$ cat config.mk
export PLATFORM = sky130hd
export DESIGN_NAME = pgw_top
export DESIGN_NICKNAME = d
export VERILOG_FILES = /design/src/rtl/pgw_pkg.sv /design/src/rtl/pgw_addr.sv /design/src/rtl/pgw_entry.sv /design/src/rtl/pgw_top.sv
export SDC_FILE = /design/constraint.sdc
export NUM_CORES = 1
export LEC_CHECK = 0
export BUFFER_PORTS_ARGS = -buffer_cell sky130_fd_sc_hd__buf_2
export CORE_ASPECT_RATIO = 1.75
export CORE_UTILIZATION = 34
export CTS_CLUSTER_DIAMETER = 100
export DETAILED_ROUTE_END_ITERATION = 16
export PLACE_DENSITY = 0.61
export RECOVER_POWER = 25
export SETUP_SLACK_MARGIN = 0.2
export SLEW_MARGIN = 20
export SYNTH_ARGS = -nofsm -noshare
export SYNTH_HDL_FRONTEND = slang
export SYNTH_SLANG_ARGS = --single-unit
$ cat constraint.sdc
create_clock -name clk -period 2.8 [get_ports clk]
set_input_delay 0.56 -clock clk [delete_from_list [all_inputs] [get_ports clk]]
set_output_delay 0.56 -clock clk [all_outputs]
set_load 0.02 [all_outputs]
$ cat src/rtl/pgw_pkg.sv
package pgw_pkg;
  localparam int PRES_BIT  = 0;
  localparam int ACC_BIT   = 5;
  localparam int DIRTY_BIT = 6;
  localparam int BIG_BIT   = 7;

  typedef enum logic [2:0] {
    ST_IDLE,
    ST_RD_DIR,
    ST_CHK_DIR,
    ST_NXT_DIR,
    ST_RD_TBL,
    ST_CHK_TBL,
    ST_DONE
  } walk_st_e;
endpackage

$ cat src/rtl/pgw_addr.sv
module pgw_addr #(
  parameter int ADDR_W = 32,
  parameter int IDX_W  = 10,
  parameter int OFF_W  = 12
) (
  input  logic [ADDR_W-OFF_W-1:0] base_frame,
  input  logic [ADDR_W-1:0]       laddr,
  input  logic [ADDR_W-OFF_W-1:0] pde_frame,
  input  logic [ADDR_W-OFF_W-1:0] pte_frame,
  output logic [ADDR_W-1:0]       dir_ea,
  output logic [ADDR_W-1:0]       tbl_ea,
  output logic [ADDR_W-1:0]       pa_small,
  output logic [ADDR_W-1:0]       pa_big
);
  localparam int BIG_OFF_W = IDX_W + OFF_W;
  localparam int FR_W      = ADDR_W - OFF_W;
  localparam int BIG_FR_W  = ADDR_W - BIG_OFF_W;

  always_comb begin
    dir_ea   = {base_frame, laddr[ADDR_W-1 -: IDX_W], 2'b00};
    tbl_ea   = {pde_frame, laddr[BIG_OFF_W-1:OFF_W], 2'b00};
    pa_small = {pte_frame, laddr[OFF_W-1:0]};
    pa_big   = {pde_frame[FR_W-1 -: BIG_FR_W], laddr[BIG_OFF_W-1:0]};
  end
endmodule

$ cat src/rtl/pgw_entry.sv
module pgw_entry #(
  parameter int ENT_W = 32
) (
  input  logic [ENT_W-1:0] entry,
  input  logic             leaf,
  input  logic             wr,
  output logic             present,
  output logic             big,
  output logic [ENT_W-1:0] upd,
  output logic             need_wb
);
  import pgw_pkg::*;

  always_comb begin
    present = entry[PRES_BIT];
    big     = entry[BIG_BIT];
    upd     = entry;
    upd[ACC_BIT] = 1'b1;
    if (leaf && wr) upd[DIRTY_BIT] = 1'b1;
    need_wb = present && (upd != entry);
  end
endmodule

$ cat src/rtl/pgw_top.sv
module pgw_top #(
  parameter int ADDR_W = 32,
  parameter int IDX_W  = 10,
  parameter int OFF_W  = 12
) (
  input  logic                    clk,
  input  logic                    rst,
  input  logic [ADDR_W-OFF_W-1:0] dir_base,
  input  logic                    req_valid,
  output logic                    req_ready,
  input  logic [ADDR_W-1:0]       req_laddr,
  input  logic                    req_write,
  output logic                    resp_valid,
  output logic                    resp_fault,
  output logic [ADDR_W-1:0]       resp_paddr,
  output logic                    mem_req,
  output logic                    mem_we,
  output logic [ADDR_W-1:0]       mem_addr,
  output logic [ADDR_W-1:0]       mem_wdata,
  input  logic                    mem_rvalid,
  input  logic [ADDR_W-1:0]       mem_rdata
);
  import pgw_pkg::*;

  localparam int LEVELS = 2;
  localparam int FR_W   = ADDR_W - OFF_W;
  localparam int LV_DIR = 0;
  localparam int LV_TBL = LEVELS - 1;

  walk_st_e          st;
  logic [ADDR_W-1:0] la_q;
  logic              wr_q;
  logic [ADDR_W-1:0] ent_q [LEVELS];

  logic [LEVELS-1:0] ent_pres, ent_big, ent_wb;
  logic [ADDR_W-1:0] ent_upd [LEVELS];

  logic [ADDR_W-1:0] la_sel, dir_ea, tbl_ea, pa_small, pa_big;

  assign la_sel    = (st == ST_IDLE) ? req_laddr : la_q;
  assign req_ready = (st == ST_IDLE);

  pgw_addr #(.ADDR_W(ADDR_W), .IDX_W(IDX_W), .OFF_W(OFF_W)) u_addr (
    .base_frame (dir_base),
    .laddr      (la_sel),
    .pde_frame  (ent_q[LV_DIR][ADDR_W-1 -: FR_W]),
    .pte_frame  (ent_q[LV_TBL][ADDR_W-1 -: FR_W]),
    .dir_ea     (dir_ea),
    .tbl_ea     (tbl_ea),
    .pa_small   (pa_small),
    .pa_big     (pa_big)
  );

  // One decoder per level; the last level is always the leaf, a directory
  // entry is a leaf only when it maps a large page.
  for (genvar lv = 0; lv < LEVELS; lv++) begin : g_lvl
    logic leaf;
    if (lv == LEVELS - 1) begin : g_leaf
      assign leaf = 1'b1;
    end else begin : g_inner
      assign leaf = ent_q[lv][BIG_BIT];
    end
    pgw_entry #(.ENT_W(ADDR_W)) u_ent (
      .entry   (ent_q[lv]),
      .leaf    (leaf),
      .wr      (wr_q),
      .present (ent_pres[lv]),
      .big     (ent_big[lv]),
      .upd     (ent_upd[lv]),
      .need_wb (ent_wb[lv])
    );
  end

  always_ff @(posedge clk) begin
    if (rst) begin
      st         <= ST_IDLE;
      la_q       <= '0;
      wr_q       <= 1'b0;
      ent_q[0]   <= '0;
      ent_q[1]   <= '0;
      mem_req    <= 1'b0;
      mem_we     <= 1'b0;
      mem_addr   <= '0;
      mem_wdata  <= '0;
      resp_valid <= 1'b0;
      resp_fault <= 1'b0;
      resp_paddr <= '0;
    end else begin
      case (st)
        ST_IDLE: begin
          resp_valid <= 1'b0;
          if (req_valid) begin
            la_q     <= req_laddr;
            wr_q     <= req_write;
            mem_req  <= 1'b1;
            mem_we   <= 1'b0;
            mem_addr <= dir_ea;
            st       <= ST_RD_DIR;
          end
        end
        ST_RD_DIR: begin
          mem_req <= 1'b0;
          mem_we  <= 1'b0;
          if (mem_rvalid) begin
            ent_q[LV_DIR] <= mem_rdata;
            st            <= ST_CHK_DIR;
          end
        end
        ST_CHK_DIR: begin
          if (!ent_pres[LV_DIR]) begin
            resp_valid <= 1'b1;
            resp_fault <= 1'b1;
            resp_paddr <= '0;
            st         <= ST_DONE;
          end else begin
            if (ent_wb[LV_DIR]) begin
              mem_req   <= 1'b1;
              mem_we    <= 1'b1;
              mem_wdata <= ent_upd[LV_DIR];
            end
            if (ent_big[LV_DIR]) begin
              resp_valid <= 1'b1;
              resp_fault <= 1'b0;
              resp_paddr <= pa_big;
              st         <= ST_DONE;
            end else begin
              st <= ST_NXT_DIR;
            end
          end
        end
        ST_NXT_DIR: begin
          mem_req  <= 1'b1;
          mem_we   <= 1'b0;
          mem_addr <= tbl_ea;
          st       <= ST_RD_TBL;
        end
        ST_RD_TBL: begin
          mem_req <= 1'b0;
          mem_we  <= 1'b0;
          if (mem_rvalid) begin
            ent_q[LV_TBL] <= mem_rdata;
            st            <= ST_CHK_TBL;
          end
        end
        ST_CHK_TBL: begin
          resp_valid <= 1'b1;
          st         <= ST_DONE;
          if (!ent_pres[LV_TBL]) begin
            resp_fault <= 1'b1;
            resp_paddr <= '0;
          end else begin
            resp_fault <= 1'b0;
            resp_paddr <= pa_small;
            if (ent_wb[LV_TBL]) begin
              mem_req   <= 1'b1;
              mem_we    <= 1'b1;
              mem_wdata <= ent_upd[LV_TBL];
            end
          end
        end
        ST_DONE: begin
          mem_req    <= 1'b0;
          mem_we     <= 1'b0;
          resp_valid <= 1'b0;
          st         <= ST_IDLE;
        end
        default: st <= ST_IDLE;
      endcase
    end
  end
endmodule

# Word level (Yosys, flattened, before mapping)
# Memory sizes are Yosys's and may differ from the RTL's.
# Index checks and enable logic that the tools add are counted.
# op_classes
n_mux,46
bitwise_logic,2
n_eq_ne,16
reduce_logical,20
# op_table
cell,n
$mux W32,11
$pmux W32 S2,3
$mux W1,22
$pmux W3 S6,1
$mux W3,5
$reduce_and A6 Y1,2
$eq A3 B3 Y1 const B,3
$ne A2 B1 Y1 const B,4
$reduce_and A2 Y1,4
$eq A3 B2 Y1 const B,2
$ne A2 B2 Y1 const B,3
$pmux W1 S5,1
$reduce_and A5 Y1,1
$reduce_bool A5 Y1,1
$ne A2 B2 Y1,2
$pmux W1 S4,1
$reduce_bool A2 Y1,2
$reduce_bool A4 Y1,1
$reduce_or A4 Y1,1
$eq A3 B1 Y1 const B,1
$logic_and A1 B1 Y1,3
$logic_not A3 Y1,1
$ne A3 B2 Y1 const B,1
$pmux W1 S3,1
other kinds (6),7
# word_totals
wordCells,95
ramBits,64
out_inout_bits,101
inputBits,89
mem_count,1
ff_bits,136
# mem_list
name,words,width,read_ports,rd_ports_with_merged_regs,wr,line_no,text
ent_q,2,32,2,0,2,pgw_top.sv:33,logic [ADDR_W-1:0] ent_q [LEVELS];

# Logic depth before layout (Yosys ltp)
# An unclocked memory read counts as a cell.
# depth
ltp_word,8
ltp_mapped,7
depth_no_buf,4

# By module
# Synthesis repeated with hierarchy kept, for this count alone.
# hier_totals
cells_unflattened,1014
area_unflattened_um2,9833.2
# by_module_without_submodules
mod,cells_per_inst,n_inst,area_per_inst_um2
pgw_top,811,1,8318.0
pgw_addr,129,1,964.7
pgw_entry,37,2,275.3

# Least setup slack after synthesis
# Ideal clock, no wire load.
# synth_timing
path_type,register to register
from,register st[2]
to,"memory ent_q[0][0], enable pin"
n_path_buf,2
path_slack_ns,0.090
required_ns,2.372
stages_incl_launch_ff,5
t_arrival_ns,2.282
period_less_slack_ns,2.710
cell_sequence,dfxtp_1 buf_2 buf_2 nand2b_1 o21bai_1
# synth_rtl
item,line_no,text
start: declaration,pgw_top.sv:30,walk_st_e st;
start signal: assignment,pgw_top.sv:76,st <= ST_IDLE;
start signal: assignment,pgw_top.sv:98,st <= ST_RD_DIR;
start signal: assignment,pgw_top.sv:106,st <= ST_CHK_DIR;
end: declaration,pgw_top.sv:33,

# Worst setup path in the final report
# layout_timing
from,register st[2]
to,register resp_paddr[0]
# layout_between
elab_chain_len,5
# layout_lines
item,line_no,text
$logic_not A3 Y1,pgw_top.sv:40,assign la_sel = (st == ST_IDLE) ? req_laddr : la_q;
$mux W32,pgw_top.sv:40,
$mux W32,pgw_top.sv:121,if (ent_big[LV_DIR]) begin
$mux W32,pgw_top.sv:110,if (!ent_pres[LV_DIR]) begin
$pmux W32 S2,pgw_top.sv:89,case (st)
end signal: assignment,pgw_top.sv:124,resp_paddr <= pa_big;
end signal: assignment,pgw_top.sv:153,resp_paddr <= pa_small;
end: declaration,pgw_top.sv:15,"output logic [ADDR_W-1:0] resp_paddr,"
# Parallel ways exist; a longest one is shown, timed or not. The select of a mux whose other input is x is not followed.
# A chain may end at the register's enable or synchronous reset.

==> flow_summary.rst <==
.. list-table::
   :header-rows: 1

   * - Metric
     - Value
   * - Outcome
     - finished clean
   * - Maximum root-to-sink buffer count
     - 2
   * - Number of synthesized register bits
     - 187
   * - Final antenna diode count
     - 0
   * - Maximum level of the CTS H-tree
     - 4
   * - Transition time of the tightest slew-check pin
     - roughly 0.69 ns
   * - Highest attainable clock frequency
     - 439 MHz
   * - Standard cell area after detailed placement
     - roughly 8900 um2
   * - Critical path's largest stage delay
     - 0.76 ns
   * - Fin area
     - 9380 um2
   * - Number of synthesis warnings
     - 0
   * - Worst EP arrival
     - 2.62 ns
   * - Total die area
     - 23200 um2
   * - Proportion of layout cells with a drive suffix above 1
     - about a quarter
   * - Hold slack final
     - 0.378 ns
   * - Number of antenna violations at the first check in global routing
     - 1
   * - Post-detailed-route count of antenna-violating nets
     - 0
   * - TritonCTS clock tree
     - done
   * - Storage element area
     - 4380 um2
   * - Total power
     - 0.00631 W
   * - Required time of the critical path
     - 3.14 ns
   * - Cells traversed along the worst timing path
     - and4b_1, buf_4, a21oi_1, or3_1, o2bb2ai_1
   * - Pleak
     - approximately 3.5 nW
   * - Commonest register cell after synthesis
     - sky130_fd_sc_hd__dfxtp_1
   * - Average detailed-routed wire length per instance
     - 17.5 um
   * - Global-route wire length before repair
     - approximately 31 mm
   * - Multi-input gate area
     - 3020 um2
   * - Sequential fraction of the synthesis area
     - 57.1%
   * - DRC violation total after the first TritonRoute iteration
     - 303
   * - Fillcell total
     - 2231
   * - Ports
     - 190
   * - Area fraction of the dominant cell type after synthesis
     - between 30% and 40%
   * - Count of buffers from port buffering
     - 187
   * - Shortest clock period the worst path allows after layout
     - between 2 and 2.5 ns
   * - Ratio of final minimum period to clock period
     - 81.3%
   * - Cell count after synthesis
     - slightly above 700
   * - Top cells by area, synth
     - sky130_fd_sc_hd__dfxtp_1 (32%), sky130_fd_sc_hd__edfxtp_1 (25%), sky130_fd_sc_hd__mux2i_1 (5.5%)
   * - Max-slew headroom at the worst pin
     - 54.1%
   * - Leading cell types by count after synthesis
     - sky130_fd_sc_hd__dfxtp_1 (123), sky130_fd_sc_hd__nand2_1 (101), sky130_fd_sc_hd__edfxtp_1 (64), sky130_fd_sc_hd__a21oi_1 (51), sky130_fd_sc_hd__nor3_1 (44)
   * - Number of nets in the final layout
     - 969
   * - GRT Overall Usage
     - 18.0%
   * - Maximum number of pins on one net before global-route repair
     - 68
   * - Max Clock Skew
     - 0.00794 ns
   * - Clk Latency, worst-skew pair
     - 0.42 ns
   * - Horizontal extent of the die
     - 116 um
   * - Largest fanout of any net on the critical path
     - 17
   * - Master of the slowest instance on the critical path
     - sky130_fd_sc_hd__dfxtp_1
   * - Residual DRC
     - 0
   * - Async set-reset flop share out of synthesis
     - 0%
   * - Type of the worst setup path
     - reg -> reg
   * - Half-perimeter wire length of the detailed placement result
     - 14.8 mm
   * - Unrepaired setup endpoints after global routing
     - no
   * - Vias per cell
     - approximately 5.0
   * - Drt total wl
     - 20.8 mm
   * - CTS Sinks
     - 187
   * - Capturing element type of the critical path
     - flip-flop
   * - Core area
     - 22200 um2
   * - Length of the first detailed-routing pass in iterations
     - 5
   * - Number of enable-type register cells in the synthesized netlist
     - 64
   * - Post-synthesis average cell area
     - 10.8 um2
   * - Area Growth Syn to Fin
     - 22.1%
   * - Library cells used by synthesis
     - 43
   * - IR Drop Worst-Case VDD
     - 0.406 mV
   * - Chip height
     - approximately 200 um
   * - TritonCTS buffer count
     - 17
   * - Count of endpoints failing setup in the final report
     - 0
   * - Routability cong.
     - 0.804
   * - Clock root buffer
     - sky130_fd_sc_hd__clkbuf_16
   * - Grt ovf
     - 0
   * - Aggregate negative setup slack
     - 0 ns
   * - Number of hold buffers added after cts
     - 0
   * - Total power density per cell area
     - 673 nW/um2
   * - Number of hold-slack violations in the final timing report
     - 0
   * - Std cell rows
     - 72
   * - Number of max-capacitance violations reported
     - 0
   * - Pins Over Slew Limit
     - 0
   * - Clock-pin slew reported for the worst setup and hold paths after clock tree synthesis
     - 0.07 ns
   * - Hold crit path type
     - in -> reg
   * - Number of global-route vias before repair
     - about 5700
   * - Most numerous cell in the Yosys netlist
     - sky130_fd_sc_hd__dfxtp_1
   * - Via count
     - 5943
   * - Netlist area before placement
     - 7680 um2
   * - Kind of start point of the critical path
     - flip-flop
   * - Cell accounting for the most synthesized area
     - sky130_fd_sc_hd__dfxtp_1
   * - Initial cell density of the core
     - 34.7%
[cell usage in the layout (no fill, tap or decap), types with 17 or more instances in the layout]
cell,n
sky130_fd_sc_hd__a22oi_1,20
sky130_fd_sc_hd__clkbuf_1,83
sky130_fd_sc_hd__buf_2,103
sky130_fd_sc_hd__buf_4,24
sky130_fd_sc_hd__edfxtp_1,64
sky130_fd_sc_hd__and2_1,32
sky130_fd_sc_hd__a211oi_2,29
sky130_fd_sc_hd__mux2i_1,42
sky130_fd_sc_hd__a21oi_1,51
sky130_fd_sc_hd__nor3_1,43
sky130_fd_sc_hd__nor2_1,23
sky130_fd_sc_hd__clkbuf_16,17
sky130_fd_sc_hd__dfxtp_1,123
sky130_fd_sc_hd__nand3_1,20
sky130_fd_sc_hd__nand2_1,101
[stage by stage]
step | setup WS, ns | std cells | utilization (%)
floorplan | 0.493 | 715 | -
global placement | 0.572 | 1153 | 40.1
detailed placement | 0.454 | 1153 | 40.1
CTS | 0.292 | 1185 | 42.6
global route | 0.376 | 1189 | 42.3
finish | 0.522 | 1189 | 42.3
[power by group]
group | switching, W | total (W) | leakage [nW] | internal, W
clock network | 0.00108 | 0.00226 | 0.273 | 0.00118
logic | 0.000568 | 0.000911 | 1.55 | 0.000343
registers | 0.000138 | 0.00314 | 1.67 | 0.00300
total | 0.00179 | 0.00631 | 3.49 | 0.00453
[routing by layer]
layer | global-route usage, % | vias to the layer above | share of wire [%]
met5 | 0 | - | 0.048
met4 | 8.61 | 2 | 3.7
met3 | 4.08 | 45 | 5.3
met2 | 31.2 | 178 | 51
met1 | 20.6 | 2804 | 40
li1 | - | 2914 | -
[cells by family (layout without fill, tap and decap cells)]
logic type	after synthesis	after routing	synth area share [%]
buffers and inverters	68	246	4.25
muxes	52	52	6.94
other	1	2	0.0488
xor gates and xnor gates	1	1	0.114
and+or+nand+nor	245	245	15.3
AOI/OAI and AO/OA	160	160	16.3
DFF	187	187	57.1
[flip-flops by register name, summed over array words and instances, names as in the netlist]
register,cells
resp_paddr,32
resp_valid,1
mem_we,1
st,3
mem_req,1
mem_wdata,31
ent_q,64
la_q,22
wr_q,1
resp_fault,1
mem_addr,30
[critical path, delay by kind of cell (launching register included)]
family	cells	cell delay, ns
DFF	1	0.76
and+or+nand+nor	2	0.90
AOI/OAI and AO/OA	2	0.30
buffers and inverters	1	0.22
[final timing paths]
| check | start | end | slack (ns) | cells past startpoint |
|---|---|---|---|---|
| setup / recovery | st[2]$_SDFFE_PP0P_ | resp_paddr[0]$_SDFFE_PP0P_ | 0.52 | 5 |
| hold / removal | req_laddr[4] | la_q[4]$_SDFFE_PP0P_ | 0.38 | 3 |
| setup reg to reg | st[2]$_SDFFE_PP0P_ | resp_paddr[0]$_SDFFE_PP0P_ | 0.52 | 5 |
| hold reg to reg | la_q[10]$_SDFFE_PP0P_ | la_q[10]$_SDFFE_PP0P_ | 0.45 | 2 |
[area by class of cell]
type,count,share of cell area (%)
repair buffers,212,11.2
clock buffers,18,4.68
well taps,296,3.95
clock inverters,14,1.21
inverters,2,0.0800
flip-flops and latches,187,46.7
multi-input cells,460,32.2
[repair_timing]
action                                  CTS  global route
endpoints found under the setup margin    0             2
endpoints found under the hold margin     0             0
resized for setup                         0             1
buffers inserted                          0             4
(Power assumes the default switching activity.)
